--- config.mk ---
export PLATFORM = sky130hd
export DESIGN_NAME = evt_irq_aggregator
export DESIGN_NICKNAME = d
export VERILOG_FILES = /design/src/rtl/evt_agg_pkg.sv /design/src/rtl/evt_pend_reg.sv /design/src/rtl/evt_mask_reg.sv /design/src/rtl/evt_level_reduce.sv /design/src/rtl/evt_irq_aggregator.sv
export SDC_FILE = /design/constraint.sdc
export NUM_CORES = 1
export LEC_CHECK = 0
export BUFFER_PORTS_ARGS = -buffer_cell sky130_fd_sc_hd__buf_2
export CAP_MARGIN = 0
export CORE_MARGIN = 2
export CORE_UTILIZATION = 55
export DETAILED_ROUTE_END_ITERATION = 7
export PLACE_DENSITY = 0.71
export RECOVER_POWER = 50
export SYNTH_ARGS = -nofsm -noshare
export SYNTH_HDL_FRONTEND = slang
export SYNTH_HIERARCHICAL = 1
export SYNTH_SLANG_ARGS = --single-unit
--- constraint.sdc ---
create_clock -name clk -period 3 [get_ports clk]
set_input_delay 0.6 -clock clk [delete_from_list [all_inputs] [get_ports clk]]
set_output_delay 0.6 -clock clk [all_outputs]
set_load 0.02 [all_outputs]
--- src/rtl/evt_agg_pkg.sv ---
package evt_agg_pkg;
   localparam int SEL_W     = 2;
   localparam int ADDR_W    = 4;
   localparam int NUM_BANKS = 3;
   localparam int LVL_HIGH  = 0;
   localparam int LVL_MID   = 1;
   localparam int LVL_LOW   = 2;

   typedef enum logic [1:0] {
      GRP_PEND   = 2'd0,
      GRP_MASK_A = 2'd1,
      GRP_MASK_B = 2'd2,
      GRP_MASK_C = 2'd3
   } reg_grp_e;
endpackage

--- src/rtl/evt_pend_reg.sv ---
module evt_pend_reg #(
   parameter int REG_W = 32,
   localparam int BIT_W = $clog2(REG_W)
) (
   input  logic             clk,
   input  logic             rst_n,
   input  logic             set_en,
   input  logic [BIT_W-1:0] set_bit,
   input  logic             clr_en,
   input  logic [REG_W-1:0] clr_mask,
   output logic [REG_W-1:0] q
);
   logic [REG_W-1:0] set_vec;
   logic [REG_W-1:0] keep_vec;

   always_comb begin
      set_vec  = set_en ? (REG_W'(1) << set_bit) : '0;
      keep_vec = clr_en ? ~clr_mask : '1;
   end

   // the set term is ORed in after the clear so a colliding event survives
   always_ff @(posedge clk or negedge rst_n) begin
      if (!rst_n) q <= '0;
      else        q <= (q & keep_vec) | set_vec;
   end
endmodule

--- src/rtl/evt_mask_reg.sv ---
module evt_mask_reg #(
   parameter int REG_W = 32
) (
   input  logic             clk,
   input  logic             rst_n,
   input  logic             we,
   input  logic [REG_W-1:0] d,
   output logic [REG_W-1:0] q
);
   always_ff @(posedge clk or negedge rst_n) begin
      if (!rst_n)  q <= '0;
      else if (we) q <= d;
   end
endmodule

--- src/rtl/evt_level_reduce.sv ---
module evt_level_reduce #(
   parameter int REG_W    = 32,
   parameter int NUM_REGS = 3,
   localparam int FLAT_W  = REG_W * NUM_REGS
) (
   input  logic [FLAT_W-1:0] pend_flat,
   input  logic [FLAT_W-1:0] mask_flat,
   output logic              req
);
   logic [NUM_REGS-1:0] word_hit;

   for (genvar r = 0; r < NUM_REGS; r++) begin : g_word
      assign word_hit[r] = |(pend_flat[r*REG_W +: REG_W] & mask_flat[r*REG_W +: REG_W]);
   end

   assign req = |word_hit;
endmodule

--- src/rtl/evt_irq_aggregator.sv ---
module evt_irq_aggregator
   import evt_agg_pkg::*;
#(
   parameter int REG_W    = 32,
   parameter int NUM_REGS = 3,
   localparam int BIT_W   = $clog2(REG_W),
   localparam int CODE_W  = SEL_W + BIT_W,
   localparam int FLAT_W  = REG_W * NUM_REGS
) (
   input  logic              clk,
   input  logic              rst_n,
   input  logic              evt_valid,
   input  logic [CODE_W-1:0] evt_code,
   input  logic              bus_we,
   input  logic [ADDR_W-1:0] bus_addr,
   input  logic [REG_W-1:0]  bus_wdata,
   output logic [REG_W-1:0]  bus_rdata,
   output logic              irq_high,
   output logic              irq_mid,
   output logic              irq_low
);
   if (NUM_REGS < 1 || NUM_REGS > 4) begin : g_bad_regs
      $error("NUM_REGS must be between 1 and 4");
   end
   if (REG_W < 2 || (REG_W & (REG_W - 1)) != 0) begin : g_bad_width
      $error("REG_W must be a power of two");
   end

   reg_grp_e         acc_grp;
   logic [1:0]       acc_idx;
   logic             acc_hit;
   logic [SEL_W-1:0] evt_sel;
   logic [BIT_W-1:0] evt_bit;
   logic             evt_ok;

   logic [FLAT_W-1:0]    pend_flat;
   logic [FLAT_W-1:0]    mask_flat [NUM_BANKS];
   logic [NUM_BANKS-1:0] irq_vec;

   assign acc_grp = reg_grp_e'(bus_addr[3:2]);
   assign acc_idx = bus_addr[1:0];
   assign acc_hit = int'(acc_idx) < NUM_REGS;
   assign evt_sel = evt_code[CODE_W-1 -: SEL_W];
   assign evt_bit = evt_code[BIT_W-1:0];
   assign evt_ok  = evt_valid && (int'(evt_sel) < NUM_REGS);

   for (genvar r = 0; r < NUM_REGS; r++) begin : g_pend
      evt_pend_reg #(.REG_W(REG_W)) u_pend (
         .clk      (clk),
         .rst_n    (rst_n),
         .set_en   (evt_ok && evt_sel == SEL_W'(r)),
         .set_bit  (evt_bit),
         .clr_en   (bus_we && acc_grp == GRP_PEND && acc_idx == 2'(r)),
         .clr_mask (bus_wdata),
         .q        (pend_flat[r*REG_W +: REG_W])
      );
   end

   for (genvar b = 0; b < NUM_BANKS; b++) begin : g_bank
      for (genvar r = 0; r < NUM_REGS; r++) begin : g_word
         evt_mask_reg #(.REG_W(REG_W)) u_mask (
            .clk   (clk),
            .rst_n (rst_n),
            .we    (bus_we && bus_addr[3:2] == 2'(b + 1) && acc_idx == 2'(r)),
            .d     (bus_wdata),
            .q     (mask_flat[b][r*REG_W +: REG_W])
         );
      end
      evt_level_reduce #(.REG_W(REG_W), .NUM_REGS(NUM_REGS)) u_reduce (
         .pend_flat (pend_flat),
         .mask_flat (mask_flat[b]),
         .req       (irq_vec[b])
      );
   end

   assign irq_high = irq_vec[LVL_HIGH];
   assign irq_mid  = irq_vec[LVL_MID];
   assign irq_low  = irq_vec[LVL_LOW];

   always_comb begin
      bus_rdata = '0;
      if (acc_hit) begin
         unique case (acc_grp)
            GRP_PEND:   bus_rdata = pend_flat[int'(acc_idx)*REG_W +: REG_W];
            GRP_MASK_A: bus_rdata = mask_flat[0][int'(acc_idx)*REG_W +: REG_W];
            GRP_MASK_B: bus_rdata = mask_flat[1][int'(acc_idx)*REG_W +: REG_W];
            GRP_MASK_C: bus_rdata = mask_flat[2][int'(acc_idx)*REG_W +: REG_W];
            default:    bus_rdata = '0;
         endcase
      end
   end
endmodule

# Yosys cells after proc, flatten, opt, wreduce, memory -nomap -nowiden
# Index checks and enable logic that the tools add are counted.
[word_totals]
reg_bits = 384
input_bits = 47
output_inout_bits = 35
[classes]
n_lt_le_gt_ge = 2
n_eq_ne = 7
shift = 5
n_mux = 8
bitwise_logic = 16
n_reduce_logical = 26
[op_table]
columns = ["cell", "count"]
rows = [
  ["$and 32x32->32", 12],
  ["$shiftx 96x8->32", 4],
  ["$reduce_or 96->1", 3],
  ["$mux 32", 7],
  ["$pmux 32 s4", 1],
  ["$or 32x32->32", 3],
  ["$not 32->32", 1],
  ["$shl 1x5->32 const A", 1],
  ["$logic_and 1x1->1", 20],
  ["$eq 2x2->1 const B", 4],
  ["$eq 2x1->1 const B", 3],
  ["$logic_not 2->1", 3],
  ["$lt 2x2->1 const B", 2],
]

# Depth between registers and ports, before layout
# Gate-level depths: netlist of run 1.
[depth]
depth_word = 6
depth_mapped = 8
ltp_nobuf = 5

# Hierarchy
# The synthesis of run 1 kept the hierarchy.
[modules_own_cells]
columns = ["module", "n_inst", "cells_each", "area_each_um2", "seq_area_each_um2"]
rows = [
  ["evt_mask_reg", 9, 68, 1345.0, 800.8],
  ["evt_pend_reg", 3, 123, 1432.6, 800.8],
  ["evt_irq_aggregator", 1, 253, 3037.9, 0.0],
  ["evt_level_reduce", 3, 63, 483.0, 0.0],
]

# Least setup slack after synthesis of run 1
# OpenSTA, ideal clock, no wires.
[synth_path]
kind = "in2out"
startpoint = "input port bus_addr[2]"
endpoint = "output port bus_rdata[25]"
arrival_time_ns = 1.739
path_slack_ns = 0.661
stages = 5
n_path_buf = 2
cell_sequence = "buf_6 > buf_6 > mux4_2 > a22oi_1 > nand2_1"
[synth_between]
elab_chain_cells = 3
elab_cells_between_ends = 6
cone_classes = "3 x eq/ne; 2 x mux; 1 x reduce/logical"
[synth_lines]
columns = ["element", "line", "rtl"]
rows = [
  ["from (decl)", "evt_irq_aggregator.sv:15", "input logic [ADDR_W-1:0] bus_addr,"],
  ["$eq 2x2->1, or another cell as far along", "evt_irq_aggregator.sv:83", "unique case (acc_grp)"],
  ["$pmux 32 s4 (*)", "evt_irq_aggregator.sv:83", ""],
  ["$mux 32 (*)", "evt_irq_aggregator.sv:82", "if (acc_hit) begin"],
  ["to (decl)", "evt_irq_aggregator.sv:17", "output logic [REG_W-1:0] bus_rdata,"],
]
# Every way passes the cells marked *; elsewhere a longest branch is shown, timed or not.

# Worst setup path after layout of run 1
[layout_path]
startpoint = "register g_pend[0].u_pend.q[8]"
endpoint = "output port irq_mid"
[layout_between]
elab_chain_cells = 2
[layout_lines]
columns = ["element", "line", "rtl"]
rows = [
  ["from (decl)", "evt_pend_reg.sv:11", "output logic [REG_W-1:0] q"],
  ["from (signal assigned)", "evt_pend_reg.sv:24", "else q <= (q & keep_vec) | set_vec;"],
  ["$and 32x32->32", "evt_level_reduce.sv:13", "assign word_hit[r] = |(pend_flat[r*REG_W +: REG_W] & mask_flat[r*REG_W +: REG_W]);"],
  ["$reduce_or 96->1", "evt_level_reduce.sv:16", "assign req = |word_hit;"],
  ["to (decl)", "evt_irq_aggregator.sv:19", "output logic irq_mid,"],
]
# Every way passes these cells.

==> results_dict.tcl, run 1 <==
set metrics [dict create \
    final_area_mm2 0.0234 \
    maxSlewHeadroom_pct -70.7 \
    crit_required_ps 2400 \
    antenna_found_initial 1 \
    yosys.area_share.simple_pct 7.17 \
    place_congestion 0.962 \
    fin_ws_ps -71.2 \
    p_per_area_mw_per_mm2 713 \
    cts_tree "yes" \
    ys_warn_count 6 \
    synth-compound-area-share_pct 11.1 \
    synth_seq_cells 384 \
    path_clk_slew_ps 70 \
    start_util_pct 55.6 \
    crit_fanout 5 \
    rsz0062_at_grt "true" \
    vias 14721 \
    detail_route.wl_per_cell_um 33.0 \
    synthTopCellsByCount "dfrtp_1, mux2_4, nand2_1, a22oi_1, mux4_2" \
    wl_mm 67.9 \
    tightestPinTransition_ps 2560 \
    cp.arrival_ps 2470 \
    cap_violations 2 \
    dpl_cell_area_mm2 0.0219 \
    die_x_um 199 \
    io_pins 82 \
    dp_cells 1985 \
    final.setup_skew_ps 0 \
    synth_edf_count 0 \
    cp.buffers_inverters 1 \
    cts-buffers-inserted 42 \
    whs_ps 433 \
    synth.cell_area_mm2 0.0209 \
    dp_hpwl_mm 44.6 \
    gr-total-overflow 0 \
    synth_top_family_by_area "multiplexers" \
    detail-route-antenna-nets 0 \
    cts_num_sinks 384 \
    status "complete, but fails checks" \
    core_mm2 0.0376 \
    critical-path-top-delay-family "simple AND/OR/NAND/NOR gates" \
    grt_use_total_pct 35.3 \
    critPathLaunchType "register" \
    synth_area_leaders "dfrtp_1, mux2_4, mux4_2, a22oi_1, nand2_1" \
    drtIter0Drc 2042 \
    worstSetupPathType "reg2out" \
    synthFlopType "dfrtp_1" \
    grt_max_degree 86 \
    dieHeight_um 199 \
    final_nets 1565 \
    cts_setup_buffers 0 \
    ctsHtreeMaxLevel 2 \
    antenna_cells 0 \
    synth.top_cell.area_share_pct 46.0 \
    violations "capacitance limit, slew limit, setup timing" \
    synth_cells 1423 \
    via_per_inst 7.14 \
    ys_seq_area_share_pct 46.0 \
    post-route-period-util_pct 102 \
    num_rows 71 \
    hold_buffers 0 \
    grt_pass1_wl_mm 101 \
    drc_errors 0 \
    holdCritPathClass "in2reg" \
    synthMuxAreaShare_pct 30.8 \
    insertion_delay_ps 560 \
    p_leak_nw 10.0 \
    finalSetupViolCount 2 \
    finalSetupTns_ps -112 \
    yosysTopAreaCell "dfrtp_1" \
    fin_crit_ps 3070 \
    grt_pass1_vias 14647 \
    yosysMostFrequentCell "dfrtp_1" \
    synth_xor_area_share_pct 0 \
    ir_drop_mv 0.528 \
    cts_buffer_depth 3 \
    port_buffers 81 \
    drive_above_1_share_pct 44.6 \
    die-area_mm2 0.0396 \
    post-place-ws_ps 123 \
    synth-adder-area-share_pct 0 \
    synthesis.nets 1470 \
    drt_pass1_iterations 6 \
    slew_violations 115 \
    max_stage_delay_ps 490 \
    slowest_stage "dfrtp_1" \
    cp_cell_sequence "a22oi_1 -> nand4_2 -> nor4_4 -> nand3_2 -> buf_6" \
    avgSynthCellArea_um2 14.7 \
    async_reset_ff_share_pct 100 \
    p_total_mw 16.7 \
    clock.fmax_ghz 0.326 \
    cts_root_buffer "clkbuf_16" \
    area_delta_synth_final_pct 12.1 \
    hold_viol 0 \
    utilization_pct 62.3 \
    yosysUniqueCellTypes 41 \
    final_cells 2062 \
    end_kind "output pin" \
]
[layout make-up]
class                      instances  area, µm²
inverter                           6       22.5
clock buffer                      62       1300
fill                            2764      14200
multi-input combinational        941      10500
tap                              511        639
clock inverter                    15        106
timing repair buffer             143       1200
sequential                       384       9610
[where the power goes]
group	internal, mW	total [mW]	switching [mW]	leakage (nW)
Combinational	2.28	3.98	1.69	4.49
Sequential	6.25	7.45	1.20	4.82
Clock	3.09	5.28	2.19	0.706
[routing by layer]
layer  up-vias  routed length [µm]  track usage (%)
met5         -                  13                0
met4         2                2990             14.7
met3       203                7790             9.19
met2      1092               29900             51.4
met1      7651               27200             50.4
li1       5773                   -                -
[state kept, by name (all words and copies together), names as in the netlist]
signal	count
g_bank.g_word.u_mask/q	288
g_pend.u_pend/q	96
[cells by family (layout without fill, tap and decap cells)]
family / count (synthesis) / in the layout
buf+inv: 98 / 226
compound gates: 275 / 275
flops: 384 / 384
mux: 384 / 384
simple gates: 282 / 282
[placed cells by master, fill, tap and decap left out, types with 4 or more instances in the layout]
cell | netlist | routed
dfrtp_1 | 384 | 380
mux2_4 | 270 | 270
nand2_1 | 165 | 165
a22oi_1 | 140 | 134
mux4_2 | 92 | 92
buf_2 | 26 | 76
clkbuf_16 | 0 | 45
o2bb2ai_1 | 45 | 45
buf_4 | 6 | 29
nand4_1 | 27 | 27
buf_12 | 29 | 26
a22o_1 | 27 | 26
a22o_2 | 18 | 19
mux2_2 | 18 | 18
a32o_1 | 15 | 15
nand2b_1 | 14 | 14
clkinv_2 | 0 | 12
a221oi_2 | 3 | 12
clkbuf_8 | 0 | 11
nand4b_1 | 9 | 9
nor2_4 | 0 | 8
clkbuf_1 | 11 | 7
nand3_2 | 0 | 7
a22oi_2 | 0 | 6
inv_1 | 6 | 6
and4bb_4 | 6 | 6
a32o_2 | 6 | 6
nor2b_1 | 8 | 6
clkbuf_2 | 0 | 6
mux4_1 | 4 | 4
nor3_2 | 0 | 4
nor2_1 | 13 | 4
a221oi_1 | 15 | 4
dfrtp_2 | 0 | 4
[timing repair]
item | CTS | global route
setup endpoints to repair | 3 | 3
hold endpoints to repair | 0 | 0
pin swaps | 10 | 11
gates resized for setup | 26 | 17
[tightest hold or removal path: stages]
cell       delay, ps
buf_2            180
nand2_1           90
o2bb2ai_1        100
[path summary, 6_finish.rpt]
path / slack [ps] / end / cells past startpoint / from
max: -70 / irq_mid / 5 / g_pend[0].u_pend/q[8]$_DFF_PN0_
min: 430 / g_pend[2].u_pend/q[15]$_DFF_PN0_ / 3 / bus_wdata[15]
max reg2reg: 2120 / g_pend[2].u_pend/q[3]$_DFF_PN0_ / 2 / g_pend[2].u_pend/q[3]$_DFF_PN0_
min reg2reg: 540 / g_bank[0].g_word[2].u_mask/q[31]$_DFFE_PN0P_ / 1 / g_bank[0].g_word[2].u_mask/q[31]$_DFFE_PN0P_
max in group asynchronous: 330 / g_bank[2].g_word[2].u_mask/q[5]$_DFFE_PN0P_ / 2 / rst_n
min in group asynchronous: 800 / g_bank[0].g_word[2].u_mask/q[26]$_DFFE_PN0P_ / 1 / rst_n
No activity file was read; power rests on OpenSTA's default activity.
==> run 2, diff against run 1 <==
Settings changed: BUFFER_PORTS_ARGS -buffer_cell sky130_fd_sc_hd__buf_2 to -buffer_cell sky130_fd_sc_hd__buf_4.
==> results_dict.tcl, run 2 (synthesis results as in run 1) <==
set metrics [dict create \
    status "complete, but fails checks" \
    violations "capacitance limit, slew limit, setup timing" \
    num_rows 71 \
    holdCritPathClass "in2reg" \
    antenna_found_initial 0 \
    place_congestion 0.957 \
    dp_hpwl_mm 44.3 \
    drc_errors 0 \
    insertion_delay_ps 550 \
    crit_fanout 5 \
    p_per_area_mw_per_mm2 720 \
    ir_drop_mv 0.524 \
    p_leak_nw 10.0 \
    cts_tree "yes" \
    cts_root_buffer "clkbuf_16" \
    drtIter0Drc 2054 \
    top_register "g_bank.g_word.u_mask/q" \
    post-place-ws_ps 209 \
    detail_route.wl_per_cell_um 32.9 \
    via_per_inst 7.11 \
    tightestPinTransition_ps 2010 \
    maxSlewHeadroom_pct -34.1 \
    final_cell_mix "dfrtp_1, mux2_4, nand2_1" \
    critPathLaunchType "register" \
    cts_num_sinks 384 \
    clock.fmax_ghz 0.329 \
    hold_depth 2 \
    r2r-end "g_pend[2].u_pend/q[14]$_DFF_PN0_" \
    fin_crit_ps 3040 \
    cts-buffers-inserted 42 \
    area_delta_synth_final_pct 12.8 \
    reg2reg_depth 2 \
    ctsHtreeMaxLevel 2 \
    dieHeight_um 199 \
    cp.arrival_ps 2440 \
    grt_max_degree 86 \
    grt_use_total_pct 35.1 \
    reg_top3 "g_bank.g_word.u_mask/q x288, g_pend.u_pend/q x96" \
    r2r_start "g_pend[2].u_pend/q[14]$_DFF_PN0_" \
    drive_above_1_share_pct 44.2 \
    port_buffers 81 \
    finalSetupTns_ps -77.8 \
    rsz0062_at_grt "true" \
    hp-start "bus_wdata[4]" \
    end_kind "output pin" \
    start_util_pct 55.6 \
    seqCellArea_mm2 0.00961 \
    slew_violations 74 \
    detail-route-antenna-nets 0 \
    multiInputGateArea_mm2 0.0105 \
    fill_cells 2791 \
    die-area_mm2 0.0396 \
    fin_ws_ps -40.9 \
    grt_pass1_wl_mm 101 \
    min_to "g_bank[0].g_word[2].u_mask/q[4]$_DFFE_PN0P_" \
    grt_pass1_vias 14599 \
    final_nets 1561 \
    post-route-period-util_pct 101 \
    finalSetupViolCount 3 \
    die_x_um 199 \
    cts_buffer_depth 3 \
    largest_register_ffs 288 \
    path_clk_slew_ps 70 \
    antenna_cells 0 \
    layout_commonest_cell "dfrtp_1" \
    core_mm2 0.0376 \
    hold_viol 0 \
    vias 14623 \
    drt_pass1_iterations 8 \
    final.setup_skew_ps 0 \
    crit_required_ps 2400 \
    cap_violations 1 \
    hold_buffers 0 \
    io_pins 82 \
    wl_mm 67.6 \
    gr-total-overflow 0 \
    r2r_slack_ps 2080 \
    worstSetupPathType "reg2out" \
]
-- run 2: cell types whose count changed in the layout (fill, tap and decap cells not counted), sizes merged --
cell,before,now
clkbuf,71,69
bufinv,1,4
buf,134,131
clkinvlp,1,2
clkinv,13,9
-- run 2: power by group --
| group | switching [mW] | internal [mW] | total, mW |
|---|---|---|---|
| sequential | 1.21 | 6.25 | 7.46 |
| combinational | 1.68 | 2.35 | 4.03 |
| clock | 2.19 | 3.29 | 5.49 |
| total | 5.09 | 11.9 | 17.0 |
-- run 2: worst max-delay path by stage --
stage	from	end	cells after the start
2_1_floorplan	bus_addr[2]	bus_rdata[25]	5
3_3_place_gp	bus_addr[3]	bus_rdata[25]	8
3_5_place_dp	bus_addr[2]	bus_rdata[25]	7
4_1_cts	g_pend[0].u_pend/q[9]$_DFF_PN0_	irq_mid	6
5_1_grt	g_pend[2].u_pend/q[14]$_DFF_PN0_	irq_low	7
6_report	g_pend[0].u_pend/q[8]$_DFF_PN0_	irq_low	5
-- run 2: final cells by class --
class                           count  share of cell area, %
Timing Repair Buffer              139                   5.55
Sequential cell                   384                   40.8
Clock inverter                     15                  0.764
Clock buffer                       61                   5.41
Inverter                            6                 0.0956
Multi-Input combinational cell    941                   44.7
Tap cell                          511                   2.71
-- run 2: stage by stage --
step,area (µm²),util (%),total power [mW],instances,hold slack (ps)
global route,23600,62.7,17.5,2057,401
global placement,22000,58.5,11.1,1978,514
detailed placement,22000,58.5,11.3,1978,516
floorplan,20900,-,9.72,1423,304
finish,23600,62.7,17.0,2057,401
CTS,23600,62.7,16.8,2054,37.1
-- run 2: critical path: stages, from the launching register on --
cell,delay (ps)
dfrtp_1,510
a22oi_2,340
nand4_2,260
nor4_4,410
nand3_2,190
buf_6,170
-- run 2: routing by layer --
metal | wire, µm | vias up | track usage, %
met1 | 26800 | 7592 | 49.8
met2 | 30100 | 1062 | 52.1
met3 | 7500 | 213 | 7.97
met5 | 0 | - | 0
li1 | - | 5756 | -
met4 | 3290 | 0 | 15.5
-- run 2: what timing repair did --
action	4_1_cts	5_1_grt
gates resized for setup	26	12
cloned	0	0
endpoints found under the hold margin	0	0
setup endpoints to repair	3	3
pin swaps	6	8
setup buffers	0	3
==> run 3, diff against run 2 <==
Settings changed: BUFFER_PORTS_ARGS -buffer_cell sky130_fd_sc_hd__buf_4 to -buffer_cell sky130_fd_sc_hd__buf_2, MAX_ROUTING_LAYER from default to met4.
==> results_dict.tcl, run 3 (synthesis results as in run 1) <==
set metrics [dict create \
    endpoint "irq_mid" \
    dieHeight_um 199 \
    final_cells 2059 \
    vias 14591 \
    io_pins 82 \
    grt_use_met1_pct 49.8 \
    grt_pass1_vias 14894 \
    clock.fmax_ghz 0.332 \
    place_congestion 1.01 \
    rsz0062_at_grt "true" \
    r2r-end "g_pend[0].u_pend/q[9]$_DFF_PN0_" \
    seqCellArea_mm2 0.00961 \
    detail-route-antenna-nets 0 \
    cts-buffers-inserted 43 \
    final.setup_skew_ps 0 \
    finalSetupTns_ps -8.57 \
    ir_drop_mv 0.421 \
    met3_usage_pct 8.22 \
    fin_ws_ps -8.57 \
    drt_pass1_iterations 6 \
    critPathLaunchType "register" \
    cts_tree "yes" \
    grt_use_total_pct 36.3 \
    busiest_layer "met2" \
    area_delta_synth_final_pct 12.4 \
    slowest_stage "dfrtp_1" \
    whs_ps 447 \
    reg2reg_depth 2 \
    critical-path-top-delay-family "compound AO/OA/AOI/OAI gates" \
    p_per_area_mw_per_mm2 724 \
    r2r_start "g_pend[0].u_pend/q[9]$_DFF_PN0_" \
    cts_root_buffer "clkbuf_16" \
    final_cell_mix "dfrtp_1, mux2_4, nand2_1" \
    drive_above_1_share_pct 44.7 \
    drc_errors 0 \
    via_per_inst 7.09 \
    start_util_pct 55.6 \
    die_x_um 199 \
    cts_buffer_depth 3 \
    wl_mm 67.5 \
    p_total_mw 17.0 \
    grt_max_degree 65 \
    detail_route.wl_per_cell_um 32.8 \
    ctsHtreeMaxLevel 2 \
    cp.buffers_inverters 1 \
    hold_buffers 0 \
    cp.arrival_ps 2410 \
    dp_hpwl_mm 44.0 \
    port_buffers 81 \
    final_nets 1563 \
    layout_commonest_cell "dfrtp_1" \
    grt.met2_usage_pct 53.3 \
    die-area_mm2 0.0396 \
    cap_violations 1 \
    cts_num_sinks 384 \
    fin_crit_ps 3010 \
    dp_cells 1980 \
    hold_viol 0 \
    utilization_pct 62.5 \
    crit_fanout 5 \
    r2r_slack_ps 2070 \
    antenna_found_initial 1 \
    maxSlewHeadroom_pct -13.7 \
    hold_depth 3 \
    top_register "g_bank.g_word.u_mask/q" \
    core_mm2 0.0376 \
    num_rows 71 \
    reg_top3 "g_bank.g_word.u_mask/q x288, g_pend.u_pend/q x96" \
    slew_violations 64 \
    multiInputGateArea_mm2 0.0106 \
    max_stage_delay_ps 450 \
    gr-total-overflow 0 \
    worstSetupPathType "reg2out" \
    cp_cell_sequence "a22o_1 -> a221oi_2 -> nand4_1 -> nor3_2 -> nand3_2 -> buf_2" \
    largest_register_ffs 288 \
    status "complete, but fails checks" \
    tightestPinTransition_ps 1710 \
    violations "capacitance limit, slew limit, setup timing" \
    path_depth 6 \
    drtIter0Drc 1955 \
    startpoint "g_pend[2].u_pend/q[6]$_DFF_PN0_" \
    p_leak_nw 10.0 \
    path_clk_slew_ps 60 \
    fill_cells 2775 \
    post-route-period-util_pct 100 \
    finalSetupViolCount 1 \
    end_kind "output pin" \
    grt_pass1_wl_mm 102 \
    insertion_delay_ps 550 \
    holdCritPathClass "in2reg" \
    hp-start "bus_wdata[7]" \
    crit_required_ps 2400 \
]
run 3: how the worst min path moves through the flow:
stage	to
3_5_place_dp	g_bank[0].g_word[1].u_mask/q[23]$_DFFE_PN0P_
6_report	g_pend[2].u_pend/q[7]$_DFF_PN0_
5_1_grt	g_pend[2].u_pend/q[7]$_DFF_PN0_
4_1_cts	g_bank[0].g_word[2].u_mask/q[26]$_DFFE_PN0P_
2_1_floorplan	g_bank[0].g_word[0].u_mask/q[0]$_DFFE_PN0P_
3_3_place_gp	g_bank[2].g_word[0].u_mask/q[31]$_DFFE_PN0P_
run 3: timing repair:
action	CTS	global route
endpoints found under the hold margin	0	0
pin swaps	7	9
setup endpoints to repair	3	3
buffers inserted	0	2
resized for setup	27	20
run 3: final cells by class:
type                            count  share of cell area [%]
Antenna cell                        1                  0.0107
Clock buffer                       65                    5.67
Tap cell                          511                    2.72
Timing Repair Buffer              140                    4.80
Multi-Input combinational cell    941                    45.2
Inverter                            6                  0.0959
Clock inverter                     11                   0.613
Sequential cell                   384                    40.9
run 3: worst register-to-register path, stage by stage (launching register included):
cell and delay (ps):
dfrtp_2 450, buf_4 150, a22o_2 220
run 3: power by group:
part           internal, mW  switching, mW
sequential             6.25           1.23
combinational          2.30           1.71
clock                  3.31           2.22
total                  11.9           5.15
run 3: per-stage QoR:
stage | instance area [µm²] | setup slack, ps
2_1_floorplan | 20900 | 661
3_3_place_gp | 21800 | 187
3_5_place_dp | 21800 | 170
4_1_cts | 23400 | -8.86
5_1_grt | 23500 | -18.6
6_report | 23500 | -8.57
run 3: per-layer routing:
metal  vias to the layer above  wire, µm
li1                       5745         -
met5                         -         0
met4                         0      2650
met1                      7643     26500
met2                      1016     30500
met3                       187      7830
